## config.mk

```make
export PLATFORM = sky130hd
export DESIGN_NAME = tmr_unit
export DESIGN_NICKNAME = d
export VERILOG_FILES = /design/src/rtl/tmr_pkg.sv /design/src/rtl/tmr_prescale.sv /design/src/rtl/tmr_core.sv /design/src/rtl/tmr_unit.sv
export SDC_FILE = /design/constraint.sdc
export NUM_CORES = 1
export LEC_CHECK = 0
export ABC_AREA = 1
export BUFFER_PORTS_ARGS = -buffer_cell sky130_fd_sc_hd__buf_2
export CAP_MARGIN = 20
export CORE_MARGIN = 2
export CORE_UTILIZATION = 44
export CTS_CLUSTER_DIAMETER = 100
export CTS_CLUSTER_SIZE = 30
export DETAILED_ROUTE_END_ITERATION = 16
export HOLD_SLACK_MARGIN = 0.06
export SLEW_MARGIN = 20
export SYNTH_ARGS = -nofsm -noshare
export SYNTH_HDL_FRONTEND = slang
export SYNTH_SLANG_ARGS = --single-unit
```

## constraint.sdc

```tcl
create_clock -name clk_i -period 3.9 [get_ports clk_i]
set_input_delay 0.39 -clock clk_i [delete_from_list [all_inputs] [get_ports clk_i]]
set_output_delay 0.39 -clock clk_i [all_outputs]
set_load 0.02 [all_outputs]
```

## src/rtl/tmr_pkg.sv

```systemverilog
`timescale 1ns/1ps
package tmr_pkg;
  localparam int NUM_TMR   = 3;
  localparam int DIV_FAST  = 10;
  localparam int DIV_SLOW  = 1000;
  localparam int NARROW_W  = 16;
  localparam int WIDE_W    = 24;
  localparam int ADDR_W    = 3;
  localparam int DATA_W    = 16;
  localparam int MIN_LOAD  = 2;

  localparam logic [ADDR_W-1:0] A_CTRL  = 3'd0;
  localparam logic [ADDR_W-1:0] A_TMODE = 3'd1;
  localparam logic [ADDR_W-1:0] A_SEL   = 3'd2;
  localparam logic [ADDR_W-1:0] A_DATA  = 3'd3;
  localparam logic [ADDR_W-1:0] A_MODE  = 3'd4;
  localparam logic [ADDR_W-1:0] A_STAT  = 3'd5;

  typedef enum logic [1:0] {
    CM_ONESHOT   = 2'd0,
    CM_RATE      = 2'd1,
    CM_SW_STROBE = 2'd2,
    CM_HW_STROBE = 2'd3
  } cnt_mode_e;

  typedef enum logic [1:0] {
    SRC_OSC  = 2'd0,
    SRC_T1   = 2'd1,
    SRC_CONV = 2'd2,
    SRC_SCAN = 2'd3
  } clk_src_e;

  typedef enum logic [1:0] {
    ROLE_TIMER   = 2'd0,
    ROLE_COUNTER = 2'd1,
    ROLE_WDOG    = 2'd2,
    ROLE_SPARE   = 2'd3
  } role_e;

  function automatic int tmr_width(input int idx);
    return (idx == NUM_TMR - 1) ? WIDE_W : NARROW_W;
  endfunction

  function automatic logic [WIDE_W-1:0] floor_reload(input logic [WIDE_W-1:0] v);
    return (v < WIDE_W'(MIN_LOAD)) ? WIDE_W'(MIN_LOAD) : v;
  endfunction

  function automatic logic [DATA_W-1:0] port_view(
      input logic [1:0]        sel,
      input logic [WIDE_W-1:0] c0,
      input logic [WIDE_W-1:0] c1,
      input logic [WIDE_W-1:0] c2);
    logic [DATA_W-1:0] r;
    unique case (sel)
      2'd0:    r = c0[15:0] | 16'(c0[23:16] & 8'h00);
      2'd1:    r = c1[15:0] | 16'(c1[23:16] & 8'h00);
      2'd2:    r = c2[15:0];
      default: r = {8'h00, c2[23:16]};
    endcase
    return r;
  endfunction
endpackage

```

## src/rtl/tmr_prescale.sv

```systemverilog
`timescale 1ns/1ps
module tmr_prescale #(
  parameter int DIV = 10
) (
  input  logic clk_i,
  input  logic rst_ni,
  output logic tick_o
);
  localparam int CW = (DIV > 1) ? $clog2(DIV) : 1;
  logic [CW-1:0] cnt_q;

  assign tick_o = (cnt_q == CW'(DIV - 1));

  always_ff @(posedge clk_i or negedge rst_ni) begin
    if (!rst_ni)     cnt_q <= '0;
    else if (tick_o) cnt_q <= '0;
    else             cnt_q <= cnt_q + CW'(1);
  end

  p_tick_period_r2: assert property (@(posedge clk_i) disable iff (!rst_ni)
    tick_o |=> (cnt_q == '0));
endmodule

```

## src/rtl/tmr_core.sv

```systemverilog
`timescale 1ns/1ps
module tmr_core
  import tmr_pkg::*;
#(
  parameter int W = 16
) (
  input  logic              clk_i,
  input  logic              rst_ni,
  input  logic              tick_i,
  input  logic              gate_i,
  input  logic [1:0]        mode_i,
  input  logic              load_i,
  input  logic [WIDE_W-1:0] reload_i,
  output logic [W-1:0]      cnt_o,
  output logic              tc_o,
  output logic              out_o
);
  logic [W-1:0] cnt_q, reload_eff;
  logic run_q, ld_pend_q, trg_pend_q, gate_q, tc_q, lvl_q;
  logic gate_rise, load_fire, trig_fire, step, at_end;

  always_comb begin
    reload_eff = W'(floor_reload(reload_i));
    gate_rise  = gate_i & ~gate_q;
    load_fire  = tick_i & ld_pend_q;
    trig_fire  = tick_i & ~ld_pend_q & trg_pend_q & (mode_i == CM_HW_STROBE);
    step       = tick_i & ~ld_pend_q & ~trig_fire & gate_i & run_q;
    at_end     = step & (cnt_q == W'(1));
  end

  always_ff @(posedge clk_i or negedge rst_ni) begin
    if (!rst_ni) begin
      cnt_q      <= '0;
      run_q      <= 1'b0;
      ld_pend_q  <= 1'b0;
      trg_pend_q <= 1'b0;
      gate_q     <= 1'b0;
      tc_q       <= 1'b0;
      lvl_q      <= 1'b0;
    end else begin
      gate_q     <= gate_i;
      tc_q       <= at_end;
      ld_pend_q  <= load_i | (ld_pend_q & ~load_fire);
      trg_pend_q <= gate_rise | (trg_pend_q & ~load_fire & ~trig_fire);
      if (load_fire) begin
        cnt_q <= reload_eff;
        run_q <= (mode_i != CM_HW_STROBE);
        lvl_q <= 1'b0;
      end else if (trig_fire) begin
        cnt_q <= reload_eff;
        run_q <= 1'b1;
        lvl_q <= 1'b0;
      end else if (at_end) begin
        if (mode_i == CM_RATE) begin
          cnt_q <= reload_eff;
        end else begin
          cnt_q <= '0;
          run_q <= 1'b0;
          if (mode_i == CM_ONESHOT) lvl_q <= 1'b1;
        end
      end else if (step) begin
        cnt_q <= cnt_q - W'(1);
      end
    end
  end

  assign cnt_o = cnt_q;
  assign tc_o  = tc_q;
  assign out_o = (mode_i == CM_ONESHOT) ? lvl_q : tc_q;

  p_reload_min_r3: assert property (@(posedge clk_i) disable iff (!rst_ni)
    (load_fire || trig_fire) |=> (cnt_q >= W'(MIN_LOAD)));
  p_gate_hold_r6: assert property (@(posedge clk_i) disable iff (!rst_ni)
    (!gate_i && !load_fire && !trig_fire) |=> $stable(cnt_q));
  p_pulse_width_r9: assert property (@(posedge clk_i) disable iff (!rst_ni)
    tc_q |=> !tc_q);
endmodule

```

## src/rtl/tmr_unit.sv

```systemverilog
`timescale 1ns/1ps
module tmr_unit
  import tmr_pkg::*;
(
  input  logic              clk_i,
  input  logic              rst_ni,
  input  logic [ADDR_W-1:0] bus_addr_i,
  input  logic              bus_wr_i,
  input  logic              bus_rd_i,
  input  logic [DATA_W-1:0] bus_wdata_i,
  output logic [DATA_W-1:0] bus_rdata_o,
  input  logic              conv_end_i,
  input  logic              scan_end_i,
  output logic [3:0]        dout_o,
  output logic [2:0]        tmr_out_o,
  output logic              irq_o,
  output logic              wdog_o
);
  logic [NUM_TMR-1:0]   gate_q;
  logic [2*NUM_TMR-1:0] tmode_q;
  logic [7:0]           sel_q;
  logic [7:0]           mode_q;
  logic [WIDE_W-1:0]    reload_q [NUM_TMR];
  logic                 tc_flag_q, wdog_q;

  logic [WIDE_W-1:0]    cnt_all [NUM_TMR];
  logic [NUM_TMR-1:0]   tc_vec, load_vec;
  logic                 tick_fast, tick_slow, tick_t2;
  logic                 data_wr, mode_wr, sel_rd;
  clk_src_e             src;
  role_e                role;

  assign data_wr = bus_wr_i & (bus_addr_i == A_DATA);
  assign mode_wr = bus_wr_i & (bus_addr_i == A_MODE);
  assign sel_rd  = bus_rd_i & (bus_addr_i == A_SEL);
  assign src     = clk_src_e'(mode_q[7:6]);
  assign role    = role_e'(mode_q[5:4]);

  tmr_prescale #(.DIV(DIV_FAST)) u_pre_fast (.clk_i(clk_i), .rst_ni(rst_ni), .tick_o(tick_fast));
  tmr_prescale #(.DIV(DIV_SLOW)) u_pre_slow (.clk_i(clk_i), .rst_ni(rst_ni), .tick_o(tick_slow));

  always_comb begin
    unique case (src)
      SRC_OSC:  tick_t2 = (role == ROLE_COUNTER) ? 1'b1 : tick_slow;
      SRC_T1:   tick_t2 = tc_vec[1];
      SRC_CONV: tick_t2 = conv_end_i;
      default:  tick_t2 = scan_end_i;
    endcase
  end

  always_comb begin
    load_vec = '0;
    if (data_wr) begin
      unique case (sel_q[1:0])
        2'd0:    load_vec[0] = 1'b1;
        2'd1:    load_vec[1] = 1'b1;
        default: load_vec[2] = 1'b1;
      endcase
    end
  end

  for (genvar gi = 0; gi < NUM_TMR; gi++) begin : g_tmr
    localparam int W = tmr_width(gi);
    logic [W-1:0] cnt_w;
    logic         tick_w;
    if (gi == 0) begin : g_fast
      assign tick_w = tick_fast;
    end else if (gi == 1) begin : g_slow
      assign tick_w = tick_slow;
    end else begin : g_sel
      assign tick_w = tick_t2;
    end
    tmr_core #(.W(W)) u_core (
      .clk_i   (clk_i),
      .rst_ni  (rst_ni),
      .tick_i  (tick_w),
      .gate_i  (gate_q[gi]),
      .mode_i  (tmode_q[2*gi +: 2]),
      .load_i  (load_vec[gi]),
      .reload_i(reload_q[gi]),
      .cnt_o   (cnt_w),
      .tc_o    (tc_vec[gi]),
      .out_o   (tmr_out_o[gi])
    );
    assign cnt_all[gi] = WIDE_W'(cnt_w);
  end

  always_ff @(posedge clk_i or negedge rst_ni) begin
    if (!rst_ni) begin
      gate_q    <= '0;
      tmode_q   <= '0;
      sel_q     <= '0;
      mode_q    <= '0;
      for (int i = 0; i < NUM_TMR; i++) reload_q[i] <= '0;
      tc_flag_q <= 1'b0;
      wdog_q    <= 1'b0;
    end else begin
      if (bus_wr_i) begin
        unique case (bus_addr_i)
          A_CTRL:  gate_q  <= bus_wdata_i[NUM_TMR-1:0];
          A_TMODE: tmode_q <= bus_wdata_i[2*NUM_TMR-1:0];
          A_SEL:   sel_q   <= {bus_wdata_i[7:4], 2'b00, bus_wdata_i[1:0]};
          A_MODE:  mode_q  <= bus_wdata_i[7:0];
          A_DATA: begin
            unique case (sel_q[1:0])
              2'd0:    reload_q[0]        <= {8'h00, bus_wdata_i};
              2'd1:    reload_q[1]        <= {8'h00, bus_wdata_i};
              2'd2:    reload_q[2][15:0]  <= bus_wdata_i;
              default: reload_q[2][23:16] <= bus_wdata_i[7:0];
            endcase
          end
          default: ;
        endcase
      end
      if (tc_vec[2])   tc_flag_q <= 1'b1;
      else if (sel_rd) tc_flag_q <= 1'b0;
      if (tc_vec[2] && role == ROLE_WDOG)                      wdog_q <= 1'b1;
      else if (mode_wr && bus_wdata_i[5:4] != 2'(ROLE_WDOG))   wdog_q <= 1'b0;
    end
  end

  always_comb begin
    unique case (bus_addr_i)
      A_CTRL:  bus_rdata_o = DATA_W'(gate_q);
      A_TMODE: bus_rdata_o = DATA_W'(tmode_q);
      A_SEL:   bus_rdata_o = DATA_W'(sel_q);
      A_DATA:  bus_rdata_o = port_view(sel_q[1:0], cnt_all[0], cnt_all[1], cnt_all[2]);
      A_MODE:  bus_rdata_o = DATA_W'(mode_q);
      A_STAT:  bus_rdata_o = {3'b000, tc_flag_q, 9'b0, tmr_out_o};
      default: bus_rdata_o = '0;
    endcase
  end

  assign dout_o = sel_q[7:4];
  assign irq_o  = tc_flag_q & mode_q[2];
  assign wdog_o = wdog_q;

  p_dout_r4: assert property (@(posedge clk_i) disable iff (!rst_ni)
    (bus_wr_i && bus_addr_i == A_SEL) |=> (dout_o == $past(bus_wdata_i[7:4])));
  p_flag_clear_r12: assert property (@(posedge clk_i) disable iff (!rst_ni)
    (sel_rd && !tc_vec[2]) |=> !tc_flag_q);
  p_flag_set_r12: assert property (@(posedge clk_i) disable iff (!rst_ni)
    tc_vec[2] |=> tc_flag_q);
  p_wdog_sticky_r14: assert property (@(posedge clk_i) disable iff (!rst_ni)
    (wdog_q && !mode_wr) |=> wdog_q);
endmodule

```

==> results of run 1 <==
-- worst min-delay path, cell delays in order --
cell and delay [ns]:
buf_2 0.10, nand2_1 0.05, a21o_1 0.10
-- metrics by stage --
step	hold WS [ns]	power, mW
4_1_cts	0.2150	6.183
3_5_place_dp	0.4176	4.487
2_1_floorplan	0.09441	3.856
5_1_grt	0.2412	6.571
6_report	0.2264	6.176
3_3_place_gp	0.4052	4.457
-- flip-flops by register name (all words and copies together) (netlist names) --
signal / cells
g_tmr.u_core.cnt_o: 56
reload_q: 56
u_pre_slow.cnt_q: 10
mode_q: 8
sel_q: 6
tmode_q: 6
u_pre_fast.cnt_q: 4
g_tmr.u_core.gate_q: 3
g_tmr.u_core.ld_pend_q: 3
g_tmr.u_core.lvl_q: 3
g_tmr.u_core.run_q: 3
g_tmr.u_core.tc_o: 3
g_tmr.u_core.trg_pend_q: 3
gate_q: 3
tc_flag_q: 1
wdog_o: 1
-- what timing repair did --
| action | in CTS | in global routing |
|---|---|---|
| hold buffers | 1 | 0 |
| buffers inserted | 0 | 0 |
| endpoints found under the hold margin | 75 | 0 |
-- cell usage in the layout (no fill, tap or decap), types with 2 or more instances in the layout --
| cell type | instances |
|---|---|
| nor4_1 | 8 |
| xor2_1 | 36 |
| clkbuf_16 | 17 |
| inv_1 | 162 |
| xnor2_1 | 4 |
| inv_6 | 5 |
| buf_2 | 48 |
| o21a_1 | 2 |
| clkinv_2 | 2 |
| nand3_1 | 88 |
| o22ai_1 | 17 |
| a21oi_1 | 52 |
| o211ai_1 | 4 |
| dfrtp_1 | 169 |
| nand4_1 | 16 |
| o2111ai_1 | 5 |
| nor2_2 | 2 |
| ha_1 | 7 |
| a211oi_1 | 3 |
| nor3_1 | 25 |
| clkinv_4 | 4 |
| a22oi_1 | 3 |
| nor2_1 | 123 |
| inv_2 | 5 |
| a221oi_1 | 4 |
| nand2_1 | 328 |
| a31oi_1 | 3 |
| o21ai_0 | 132 |
| o21ai_1 | 5 |
| nand2_2 | 6 |
| o221ai_1 | 6 |
| buf_4 | 5 |
-- path summary, 6_finish.rpt --
| path | cells after the start | endpoint | slack (ns) |
|---|---|---|---|
| max | 9 | bus_rdata_o[0] | 0.90 |
| min | 3 | tc_flag_q$_DFFE_PN0P_ | 0.23 |
| max reg2reg | 12 | g_tmr[1].u_core.cnt_o[12]$_DFFE_PN0P_ | 1.03 |
| min reg2reg | 1 | g_tmr[0].u_core.trg_pend_q$_DFF_PN0_ | 0.42 |
| max in group asynchronous | 3 | g_tmr[2].u_core.cnt_o[16]$_DFFE_PN0P_ | 2.47 |
| min in group asynchronous | 2 | reload_q[58]$_DFFE_PN0P_ | 0.56 |
-- routing by layer --
layer / part of all wire (%) / global-route usage (%) / vias up / wire length (µm)
li1: - / - / 4208 / -
met1: 47 / 40.00 / 4097 / 13720
met2: 44 / 40.36 / 322 / 12740
met3: 6.6 / 4.545 / 32 / 1925
met4: 2.0 / 8.255 / 0 / 575
met5: 0 / 0 / - / 0
-- power by group through the flow --
stage,sequential [mW],clock (mW),combinational (mW)
CTS,2.63,1.71,1.84
floorplan,2.45,0,1.40
detailed placement,2.65,0,1.83
global route,2.69,1.78,2.11
global placement,2.65,0,1.80
finish,2.64,1.69,1.85
-- synth_stat cells (2+ instances only) --
master	n	share of area (%)
nand2_1	328	13
dfrtp_1	169	45
inv_1	162	6.4
o21ai_0	132	7.0
nor2_1	123	4.9
nand3_1	88	4.7
a21oi_1	52	2.8
xor2_1	36	3.3
nor3_1	25	1.3
clkbuf_1	24	0.95
o22ai_1	17	1.1
nand4_1	16	1.1
buf_2	12	0.64
buf_4	10	0.79
nor4_1	8	0.53
ha_1	7	0.93
nand2_2	6	0.40
o221ai_1	6	0.56
inv_2	5	0.20
o2111ai_1	5	0.46
o21ai_1	5	0.26
a221oi_1	4	0.37
o211ai_1	4	0.32
xnor2_1	4	0.37
a211oi_1	3	0.24
a22oi_1	3	0.24
a31oi_1	3	0.20
nor2_2	2	0.13
o21a_1	2	0.16
-- cell type report --
type | instances | area share [%]
multi-input combinational | 896 | 41.67
sequential | 169 | 40.53
inverter | 167 | 6.007
clock buffer | 17 | 4.077
tap | 275 | 3.297
timing repair buffer | 56 | 3.058
clock inverter | 14 | 1.367
-- cell families (layout without fill, tap and decap cells) --
group	Yosys count	count (layout)	share of synthesized area (%)
AOI/OAI and AO/OA	242	242	14.22
xor gates and xnor gates	40	40	3.710
adders and majority gates	7	7	0.9274
buffers and inverters	215	254	9.181
DFF	169	169	44.78
muxes	1	1	0.1192
and+or+nand+nor	606	606	27.07
==> qor.csv, run 1 <==
stage,metric,value,unit
sta,Max Slew Vio Count,0,
sta,Worst Clk Skew,0.01352,ns
pwr,Lkg Pwr,5.399,nW
hold_path,worst hold start,bus_rd_i,
yosys,number of distinct library cells after synthesis,48,
flow_run,MaxCap Viol Count,0,
pwr,sw power,2.496,mW
detailed_routing,WL/cell,18.17,µm
pwr,part of the power in registers,42.7,%
yosys,Post-synth EDFFs,0,
detailed_routing,detailed-route DRC error count,0,
sta,Tcrit/Tclk final,76.96,%
floorplanning,chip width,150.5,µm
yosys,Yosys reg bits,169,
sta,Peak Freq,0.3332,GHz
yosys,sequential fraction of the synthesis area,44.78,%
clock_tree,clk sinks,169,
finish,fin nets,1339,
critical_path,max incr delay on CP,0.49,ns
detailed_routing,vias post-DR,8659,
yosys,Syn Nets,1312,
floorplanning,Die Y,150.5,µm
finish,register area,4229,µm²
sta,Final min period,3.002,ns
detailed_routing,DRT Wirelength,28.96,mm
clock_tree,TritonCTS clock tree,done,
clock_tree,CTS Buffer Depth,2,
critical_path,Crit path buffers/inverters,3,
sta,number of setup violations in the final report,0,
detailed_routing,TritonRoute pass-1 iters,5,
yosys,Syn Area/Cell,7.378,µm²
critical_path,worst setup path start,sel_q[1]$_DFFE_PN0P_,
floorplanning,Initial Utilization,44.93,%
floorplanning,io pins,50,
critical_path,Critical R2R Launch,u_pre_slow.cnt_q[0]$_DFF_PN0_,
clock_tree,CTS buffer count,17,
critical_path,CP endpoint kind,output port,
pwr,sw frac,40.42,%
finish,ANT cells,0,
global_route,grt ovf,0,
hold_path,HP Class,primary input to flop,
clock_tree,Worst-path clk slew,0.07,ns
critical_path,CP top delay family,compound AO/OA/AOI/OAI gates,
finish,final instance area,10440,µm²
pwr,Peak VDD IR,0.0002913,V
finish,Syn-to-layout area delta,10.49,%
finish,Multi-input gate area,4348,µm²
placed_design,port bufs,49,
detailed_routing,final antenna-violating net count,0,
placed_design,HPWL Detailed,21.23,mm
critical_path,crit start category,flop,
floorplanning,Die ar.,22650,µm²
global_route,vias in the first global route,8158,
critical_path,CP max stage cell,dfrtp_1,
sta,final hold vios,0,
critical_path,"most used cell, CP",inv_1,
sta,Worst Tran Pin Value,1.054,ns
finish,final core utilization,49.64,%
detailed_routing,drt initial violations,746,
sta,Worst slew margin,29.58,%
detailed_routing,routed vias/inst,5.432,
yosys,ys flop type,dfrtp_1,
sta,Final WS setup,0.8984,ns
pwr,clock share of power,27.3,%
placed_design,RD Place Congestion,0.9512,
clock_tree,latest clock arrival within the worst-skew pair,0.45,ns
sta,setup TNS,0,ns
critical_path,CP Cell Sequence,"inv_1, nor2_1, inv_1, o22ai_1, a21oi_1, o21ai_0, a22oi_1, o2111ai_1, buf_2",
sta,RSZ-0062 raised after global routing,false,
pwr,Pwr Density,591.9,nW/µm²
critical_path,largest fanout on the critical path,11,
finish,layout cell share with drive strength beyond 1,8.112,%
yosys,synthesized cell area,9444,µm²
placed_design,Post-DP Area,9857,µm²
finish,post-route non-filler standard cell count,1594,
floorplanning,Core Region,21020,µm²
run_status,outcome,"finished, final reports clean",
critical_path,Worst Path Required,3.51,ns
yosys,synth warn,0,
global_route,GRT Total Usage,26.98,%
clock_tree,post_cts resized,0,
yosys,Mapped Cells,1280,
placed_design,pre-CTS setup slack,1.069,ns
yosys,"FFs w/ async S/R, synth",100.0,%
critical_path,CP arrival,2.61,ns
pwr,P_int,3.680,mW
critical_path,Crit Path Class,flop to output port,
finish,number of fillers in the final layout,2121,
global_route,first-pass GRT wire length,46.22,mm
floorplanning,row cnt,53,
global_route,initial antenna violation count,0,
clock_tree,H-Tree Depth,4,
clock_tree,CTS Root Cell,clkbuf_16,
global_route,largest net degree at the start of global routing,78,
pwr,Comb pwr share,30.0,%
placed_design,Placed Cells,1562,
Note: power is estimated with default switching activity, not from simulation.
==> run 2, diff against run 1 <==
==> constraint.sdc (replaced) <==
create_clock -name clk_i -period 3.1 [get_ports clk_i]
set_input_delay 0.31 -clock clk_i [delete_from_list [all_inputs] [get_ports clk_i]]
set_output_delay 0.31 -clock clk_i [all_outputs]
set_load 0.02 [all_outputs]
==> qor.csv, run 2 (synthesized netlist as in run 1, its figures left out) <==
stage,metric,value,unit,change
critical_path,Crit path buffers/inverters,2,,was 3
critical_path,CP Cell Sequence,"nor2_1, inv_1, o22ai_1, o221ai_1, o2111ai_1, buf_2",,"was inv_1, nor2_1, inv_1, o22ai_1, a21oi_1, o21ai_0, a22oi_1, o2111ai_1, buf_2"
sta,Peak Freq,0.3549,GHz,
finish,register area,4229,µm²,unchanged
detailed_routing,routed vias/inst,5.389,,was 5.432
clock_tree,Worst-path clk slew,0.08,ns,was 0.07 ns
critical_path,CP endpoint kind,output port,,unchanged
clock_tree,Post-CTS Setup Inserts,0,,unchanged
pwr,Power Total,7.783,mW,was 6.176 mW
detailed_routing,detailed-route DRC error count,0,,unchanged
detailed_routing,TritonRoute pass-1 iters,5,,unchanged
global_route,vias in the first global route,7995,,was 8158
critical_path,Worst Path Required,2.79,ns,was 3.51 ns
sta,Tcrit/Tclk final,90.90,%,
critical_path,Crit Path Class,flop to output port,,unchanged
critical_path,CP top delay family,buffers and inverters,,was compound AO/OA/AOI/OAI gates
sta,final hold vios,0,,unchanged
pwr,Lkg Pwr,5.450,nW,was 5.399 nW
hold_path,HP Class,primary input to flop,,unchanged
finish,Multi-input gate area,4350,µm²,was 4348 µm²
sta,Worst Clk Skew,0.01242,ns,was 0.01352 ns
hold_path,worst hold start,bus_rd_i,,unchanged
floorplanning,Die ar.,22650,µm²,unchanged
sta,number of setup violations in the final report,0,,unchanged
clock_tree,H-Tree Depth,4,,unchanged
floorplanning,row cnt,53,,unchanged
clock_tree,latest clock arrival within the worst-skew pair,0.44,ns,was 0.45 ns
detailed_routing,drt initial violations,838,,was 746
floorplanning,chip width,150.5,µm,unchanged
pwr,Pwr Density,740.1,nW/µm²,was 591.9 nW/µm²
critical_path,largest fanout on the critical path,10,,was 11
placed_design,HPWL Detailed,21.31,mm,was 21.23 mm
floorplanning,Core Region,21020,µm²,unchanged
global_route,GRT Total Usage,26.91,%,was 26.98%
detailed_routing,WL/cell,18.02,µm,was 18.17 µm
finish,ANT cells,0,,unchanged
run_status,outcome,"finished, final reports clean",,unchanged
placed_design,port bufs,49,,unchanged
critical_path,worst setup path start,sel_q[1]$_DFFE_PN0P_,,unchanged
floorplanning,io pins,50,,unchanged
clock_tree,CTS Buffer Depth,2,,unchanged
placed_design,Placed Cells,1570,,was 1562
critical_path,CP arrival,2.51,ns,was 2.61 ns
critical_path,crit start category,flop,,unchanged
global_route,largest net degree at the start of global routing,69,,was 78
flow_run,MaxCap Viol Count,0,,unchanged
finish,"most common cell after layout, fill and taps aside",nand2_1,,unchanged
critical_path,CP max stage cell,nor2_1,,was dfrtp_1
finish,fin nets,1347,,was 1339
clock_tree,clk sinks,169,,unchanged
detailed_routing,vias post-DR,8638,,was 8659
floorplanning,Initial Utilization,44.93,%,unchanged
sta,RSZ-0062 raised after global routing,false,,unchanged
detailed_routing,final antenna-violating net count,0,,unchanged
sta,Final min period,2.818,ns,
finish,layout cell share with drive strength beyond 1,8.810,%,was 8.112%
sta,Worst Tran Pin Value,0.6952,ns,was 1.054 ns
finish,post-route non-filler standard cell count,1603,,was 1594
finish,"commonest cells after routing, fill and taps aside","nand2_1, dfrtp_1, inv_1",,unchanged
sta,Worst slew margin,53.65,%,was 29.58%
placed_design,RD Place Congestion,0.9492,,was 0.9512
clock_tree,TritonCTS clock tree,done,,unchanged
floorplanning,Die Y,150.5,µm,unchanged
critical_path,max incr delay on CP,0.52,ns,was 0.49 ns
finish,number of fillers in the final layout,2061,,was 2121
pwr,Peak VDD IR,0.0003138,V,was 0.0002913 V
clock_tree,CTS Root Cell,clkbuf_16,,unchanged
global_route,initial antenna violation count,0,,unchanged
global_route,first-pass GRT wire length,46.02,mm,was 46.22 mm
sta,Max Slew Vio Count,0,,unchanged
sta,setup TNS,0,ns,unchanged
critical_path,Critical R2R Launch,u_pre_slow.cnt_q[0]$_DFF_PN0_,,unchanged
global_route,grt ovf,0,,unchanged
detailed_routing,DRT Wirelength,28.88,mm,was 28.96 mm
clock_tree,CTS buffer count,17,,unchanged
finish,Syn-to-layout area delta,11.35,%,was 10.49%
[run 2: where the power goes]
part | switching (mW) | total (mW) | internal [mW]
combinational | 1.51 | 2.32 | 0.809
sequential | 0.623 | 3.32 | 2.70
clock | 1.04 | 2.14 | 1.10
total | 3.17 | 7.78 | 4.61
[run 2: cell type report]
type | instances | share of cell area (%)
timing repair buffer | 64 | 3.605
inverter | 167 | 5.961
tap | 275 | 3.272
clock inverter | 14 | 1.404
multi-input combinational | 896 | 41.37
clock buffer | 18 | 4.176
sequential | 169 | 40.21
[run 2: timing repair]
item	4_1_cts	5_1_grt
endpoints found under the setup margin	0	1
hold buffers	1	0
endpoints found under the hold margin	58	0
gates resized for setup	0	1
[run 2: per-layer routing]
metal | global-route usage, % | wire [µm] | part of all wire [%]
met1 | 40.26 | 13610 | 47
met2 | 40.18 | 12820 | 44
met3 | 4.970 | 1924 | 6.7
met4 | 6.887 | 526 | 1.8
met5 | 0 | 0 | 0
[run 2: stage by stage]
| step | setup slack [ns] | util (%) | hold WS (ns) | area (µm²) |
|---|---|---|---|---|
| after floorplan | 1.035 | - | 0.01441 | 9444 |
| after global placement | 0.7124 | 47.18 | 0.3346 | 9917 |
| after detailed placement | 0.6888 | 47.18 | 0.3378 | 9917 |
| after CTS | 0.2170 | 50.01 | 0.1229 | 10510 |
| after global routing | 0.09738 | 50.03 | 0.1274 | 10520 |
| final | 0.2820 | 50.03 | 0.1358 | 10520 |
[run 2: path summary, 6_finish.rpt]
kind	to	slack, ns	cells after the start
worst max-delay path	bus_rdata_o[1]	0.28	6
worst min-delay path	tc_flag_q$_DFFE_PN0P_	0.14	3
worst max register to register	g_tmr[1].u_core.cnt_o[0]$_DFFE_PN0P_	0.69	12
worst min register to register	g_tmr[0].u_core.trg_pend_q$_DFF_PN0_	0.42	1
max in group asynchronous	reload_q[60]$_DFFE_PN0P_	1.90	3
min in group asynchronous	reload_q[36]$_DFFE_PN0P_	0.42	2
[run 2: worst reg2reg max path, stage by stage, from the launching register on]
cell	delay, ns
dfrtp_1	0.40
ha_1	0.21
nand2_1	0.08
inv_1	0.06
nand3_2	0.17
inv_1	0.17
o21ai_1	0.14
inv_1	0.11
or2_1	0.37
inv_1	0.39
nand2_1	0.09
inv_1	0.06
a31oi_1	0.03
